`src/rtl/lpm_ctl.sv`:
```
module lpm_ctl (
  input  logic       clk,
  input  logic       rst_n,
  input  logic       sleep_req,
  input  logic [7:0] stby_a,
  input  logic [7:0] stby_b,
  input  logic       irq_pend,
  input  logic       evt_pend,
  output logic [1:0] state_o,
  output logic       core_halt,
  output logic       tmr_en,
  output logic       ser_en,
  output logic       dma_en,
  output logic       periph_sync,
  output logic       evt_svc
);
  localparam logic [1:0] RUN = 2'd0, SLP = 2'd1, DEEP = 2'd2, STBY = 2'd3;

  logic [1:0] st, nxt;
  logic       take;

  assign take = sleep_req && (st == RUN);

  always_comb begin
    nxt = st;
    if (take)
      nxt = stby_a[7] ? STBY : (stby_b[7] ? DEEP : SLP);
    else if (st != RUN && irq_pend)
      nxt = RUN;
  end

  always_ff @(posedge clk or negedge rst_n)
    if (!rst_n) st <= RUN;
    else        st <= nxt;

  assign state_o     = st;
  assign core_halt   = (st != RUN);
  assign tmr_en      = (st != STBY);
  assign ser_en      = (st != STBY);
  assign dma_en      = (st == RUN) || (st == SLP);
  assign periph_sync = take && stby_a[7];
  assign evt_svc     = evt_pend && (st != RUN);
endmodule

```
`config.mk`:
```
export PLATFORM = sky130hd
export DESIGN_NAME = lpm_ctl
export DESIGN_NICKNAME = d
export VERILOG_FILES = /design/src/rtl/lpm_ctl.sv
export SDC_FILE = /design/constraint.sdc
export NUM_CORES = 1
export LEC_CHECK = 0
export ABC_AREA = 0
export BUFFER_PORTS_ARGS = -buffer_cell sky130_fd_sc_hd__clkbuf_2
export CAP_MARGIN = 10
export CORE_AREA = 2 2 39 41
export DETAILED_ROUTE_END_ITERATION = 8
export DIE_AREA = 0 0 41 43
export PLACE_DENSITY_LB_ADDON = 0.08
export SETUP_SLACK_MARGIN = 0.02
export SLEW_MARGIN = 40
export SYNTH_ARGS = -nofsm -noshare
export SYNTH_HDL_FRONTEND = slang
export SYNTH_SLANG_ARGS = --single-unit
```
`constraint.sdc`:
```
create_clock -name clk -period 1.9 [get_ports clk]
set_input_delay 0.285 -clock clk [delete_from_list [all_inputs] [get_ports clk]]
set_output_delay 0.285 -clock clk [all_outputs]
set_load 0.02 [all_outputs]
```
Word-level counts from Yosys, hierarchy flattened
Index checks and enable logic that the tools add are counted.
- bits of input ports: 21
- bits in registers: 2
- output and inout port bits: 8
- word-level logic and storage cells: 15
- reductions and logical operators: 8
- muxes and demuxes: 4
- equality and inequality tests: 2
- operators by type and width (operator ; number):
    $mux W2 ; 4
    $logic_and A1 B1 Y1 ; 4
    $reduce_bool A2 Y1 ; 2
    $eq A2 B1 Y1 const B ; 1
    $logic_not A2 Y1 ; 1
    $ne A2 B2 Y1 const B ; 1
    $logic_or A1 B1 Y1 ; 1

Longest topological paths before layout
- depth after elaboration: 4
- depth in mapped cells: 2
- gate-level depth less buffers: 2

Least setup slack after synthesis
No wires, ideal clock.
- path kind: register to output
- from: register st[1], in the netlist state_o[1]
- to: output periph_sync
- arrival time: 1095 ps
- setup slack: 520 ps
- required time: 1615 ps
- buffers on the path: 0
- stages on the path, launching flop included: 3
- path through: dfrtp_1 > or2_4 > nor2_1
- word-level cells in the longest chain between the ends: 3
- ends and longest elaborated chain (what ; RTL line ; text):
    start: declaration ; 19 ; logic [1:0] st, nxt;
    start signal: assignment ; 34 ; else st <= nxt;
    $logic_not A2 Y1 ; 22 ; assign take = sleep_req && (st == RUN);
    $logic_and A1 B1 Y1 ; 22 ;
    $logic_and A1 B1 Y1 ; 41 ; assign periph_sync = take && stby_a[7];
    end: declaration ; 14 ; output logic periph_sync,
Every way passes these cells.

Final worst setup path
- from: register st[0], in the netlist state_o[0]
- to: output evt_svc
- word-level cells in the longest chain between the ends: 2
- ends and longest elaborated chain (what ; RTL line ; text):
    $reduce_bool A2 Y1 ; 42 ; assign evt_svc = evt_pend && (st != RUN);
    $logic_and A1 B1 Y1 ; 42 ;
    end: declaration ; 15 ; output logic evt_svc
Every way passes these cells.

==> results.txt <==
----------------------------------------------------
[Outcome]
  Status ... completed

[Detailed routing]
  Pre-antenna DRT Iters ... 2
  Post-route antenna net violation count ... 0
  Vias ... 154
  DR DRC count ... 0
  Drt total wl ... 398 um
  DRC violation total after the first TritonRoute iteration ... 2
  Via-to-Cell Ratio ... 3.21
  Routed length per instance ... 8.29 um

[Timing]
  Clock skew after layout ... 0.00335 ns
  Tightest Pin Transition ... 0.251 ns
  Post-route minimum period ... 1.49 ns
  Rel. slew slack ... 0.832
  Final hold violation count ... 0
  Final slew viol count ... 0
  Final Cycle Share ... 0.784
  Setup total negative slack ... 0 ns
  Worst hold margin ... 0.283 ns
  Setup repair after global routing missed its margin ... no
  Maximum clock rate ... 671 MHz
  Final-report setup violation count ... 0

[GRT]
  GRT Resource Usage Total ... 0.0552
  First-pass GRT wire length ... 614 um
  Largest net degree at the start of global routing ... 7
  Overflow left after global routing ... 0
  Number of antenna violations at the first check in global routing ... 0
  Vias in the first global route ... 161

[Power and ir drop]
  Leakage component of the power ... 0.000137 uW
  Part of the total power dissipated in combinational logic ... 0.469
  Net switching share of the total power ... 0.393
  Sequential share of power ... 0.225
  Pwr Density ... 1180 nW/um^2
  Switching power ... 119 uW
  Total design power ... 304 uW
  Internal portion of total power ... 184 uW
  Max IR drop VDD ... 368 uV
  Clock Power Share ... 0.306

[Min path]
  Hold Crit Class ... in2reg

[Critical path]
  Library cell contributing the largest single delay on the critical path ... dfrtp_1
  Highest fanout seen on the critical path ... 6
  Kind of cell adding the most delay to the critical path ... flip-flops
  CP Capture Type ... primary output
  Critical Setup Path Class ... reg2out
  Critical Path Start Type ... flop
  Slowest stage delay, CP ... 0.43 ns
  Cell Chain, Critical Path ... or2_4 -> and2_4 -> clkbuf_2
  Worst EP arrival ... 1.20 ns
  Data required time of the critical path ... 1.62 ns
  Number of buffers and inverters on the critical path ... 1

[Floorplanning]
  Die Height ... 43 um
  Top-Level Pins ... 29
  Overall die area ... 1760 um^2
  Die X ... 41 um
  Initial core utilization ... 0.103
  Site row count ... 14
  Placeable core region ... 1380 um^2

[Clocking]
  Post-CTS Setup Repair Bufs ... 0
  Latest clock arrival within the worst-skew pair ... 0.22 ns
  Clock slew at reported path FFs ... 0.03 ns
  H-tree levels ... 1
  Total clock buffers created by CTS ... 3
  Root buf cell ... clkbuf_4
  Number of sinks on the clock net ... 2
  Longest Clk Path Bufs ... 2
  CTS tree ... done

[Placement]
  Cell count after placement ... 44
  Area after DPL ... 225 um^2
  Port Buf Inserts ... 14
  Routability cong. ... 0.562

[Cells and area]
  Number of nets in the layout ... 55
  Diodes inserted ... 0
  Final cell area excluding filler cells ... 258 um^2
  Layout cell share with drive strength beyond 1 ... 0.656
  Max FFs per register ... 2
  Count of non-filler cells in the finished layout ... 48
  Signed area change from the synthesized netlist to the final layout ... 80.7%
  Number of fill cells in the layout ... 163

[Synth]
  Synthesized area ... 143 um^2
  Flop and latch count out of synthesis ... 2
  Unique masters post-synth ... 12
  Synth warnings ... 0
  Post-Syn Nets ... 36
  Post-synthesis cell count ... 15
  Post-Synthesis Mean Instance Area ... 9.51 um^2
  Sequential fraction of the synthesis area ... 0.351

[Flow run]
  Maximum Capacitance Violations ... 0

----------------------------------------------------
[final cells by class]
cell class              instances  area, um^2  area share
repair buffers                 15        80.1       0.311
clock buffers                   3        22.5      0.0874
inverters                       1        3.75      0.0146
flip-flops and latches          2        50.0       0.194
multi-input cells              11        81.3       0.316
well taps                      16        20.0      0.0777
[kinds of logic after synthesis]
kind of cell	after synthesis	synth area share
AO/OA/AOI/OAI	2	0.149
flip-flops	2	0.351
buffers and inverters	2	0.0789
AND/OR/NAND/NOR	9	0.421
[worst register-to-register path: stages, from the launching register on]
cell	delay (ns)
dfrtp_1	0.40
nand2b_4	0.16
o32ai_1	0.24
[power by group through the flow]
stage	sequential, uW	clock [uW]	combinational (uW)
floorplan	79.5	0	86.6
global placement	70.1	0	143
detailed placement	69.7	0	144
CTS	69.2	100	146
global route	72.0	105	153
finish	68.3	92.8	142
[path summary, 6_finish.rpt]
| path | start | endpoint | slack, ns | cells after the start |
|---|---|---|---|---|
| max reg2reg | state_o[1]$_DFFE_PN0P_ | state_o[1]$_DFFE_PN0P_ | 0.99 | 2 |
| min reg2reg | state_o[0]$_DFFE_PN0P_ | state_o[0]$_DFFE_PN0P_ | 0.58 | 1 |
| min | irq_pend | state_o[1]$_DFFE_PN0P_ | 0.28 | 2 |
| max | state_o[0]$_DFFE_PN0P_ | evt_svc | 0.41 | 3 |
| max in group asynchronous | rst_n | state_o[1]$_DFFE_PN0P_ | 1.42 | 2 |
| min in group asynchronous | rst_n | state_o[0]$_DFFE_PN0P_ | 0.38 | 2 |
[Yosys cell counts]
library cell	n	share of area
o32ai_1	1	0.061
nand2b_4	1	0.096
nor2_1	2	0.053
nand2_1	2	0.053
o31ai_2	1	0.088
buf_4	1	0.053
nor2b_1	1	0.044
and2_4	1	0.061
inv_1	1	0.026
or2b_1	1	0.053
dfrtp_1	2	0.35
or2_4	1	0.061
[cells in the final DEF, fill, tap and decap left out, drive strengths merged]
master,Yosys,routed
clkbuf,0,17
nand2,2,2
nor2,2,2
dfrtp,2,2
or2,1,1
inv,1,1
and2,1,1
nand2b,1,1
o32ai,1,1
nor2b,1,1
or2b,1,1
o31ai,1,1
dlygate4sd3,0,1
[stage by stage]
stage	utilization	worst slack, ns
final	0.186	0.410
after global routing	0.186	0.354
after CTS	0.186	0.394
after detailed placement	0.163	0.640
after global placement	0.163	0.642
after floorplan	-	0.520
[layer usage]
layer  GRT usage  vias up  routed length (um)
li1            -       82                   -
met1      0.0641       66                 146
met2      0.0688        6                 208
met3      0.0209        0                  43
met4      0.0600        0                   0
met5           0        -                   0
[repair_timing]
action / in CTS / in global routing
gates resized for setup: 0 / 0
hold buffers: 1 / 0
endpoints found under the setup margin: 0 / 0
endpoints found under the hold margin: 2 / 0
Note: power is estimated with default switching activity, not from simulation.
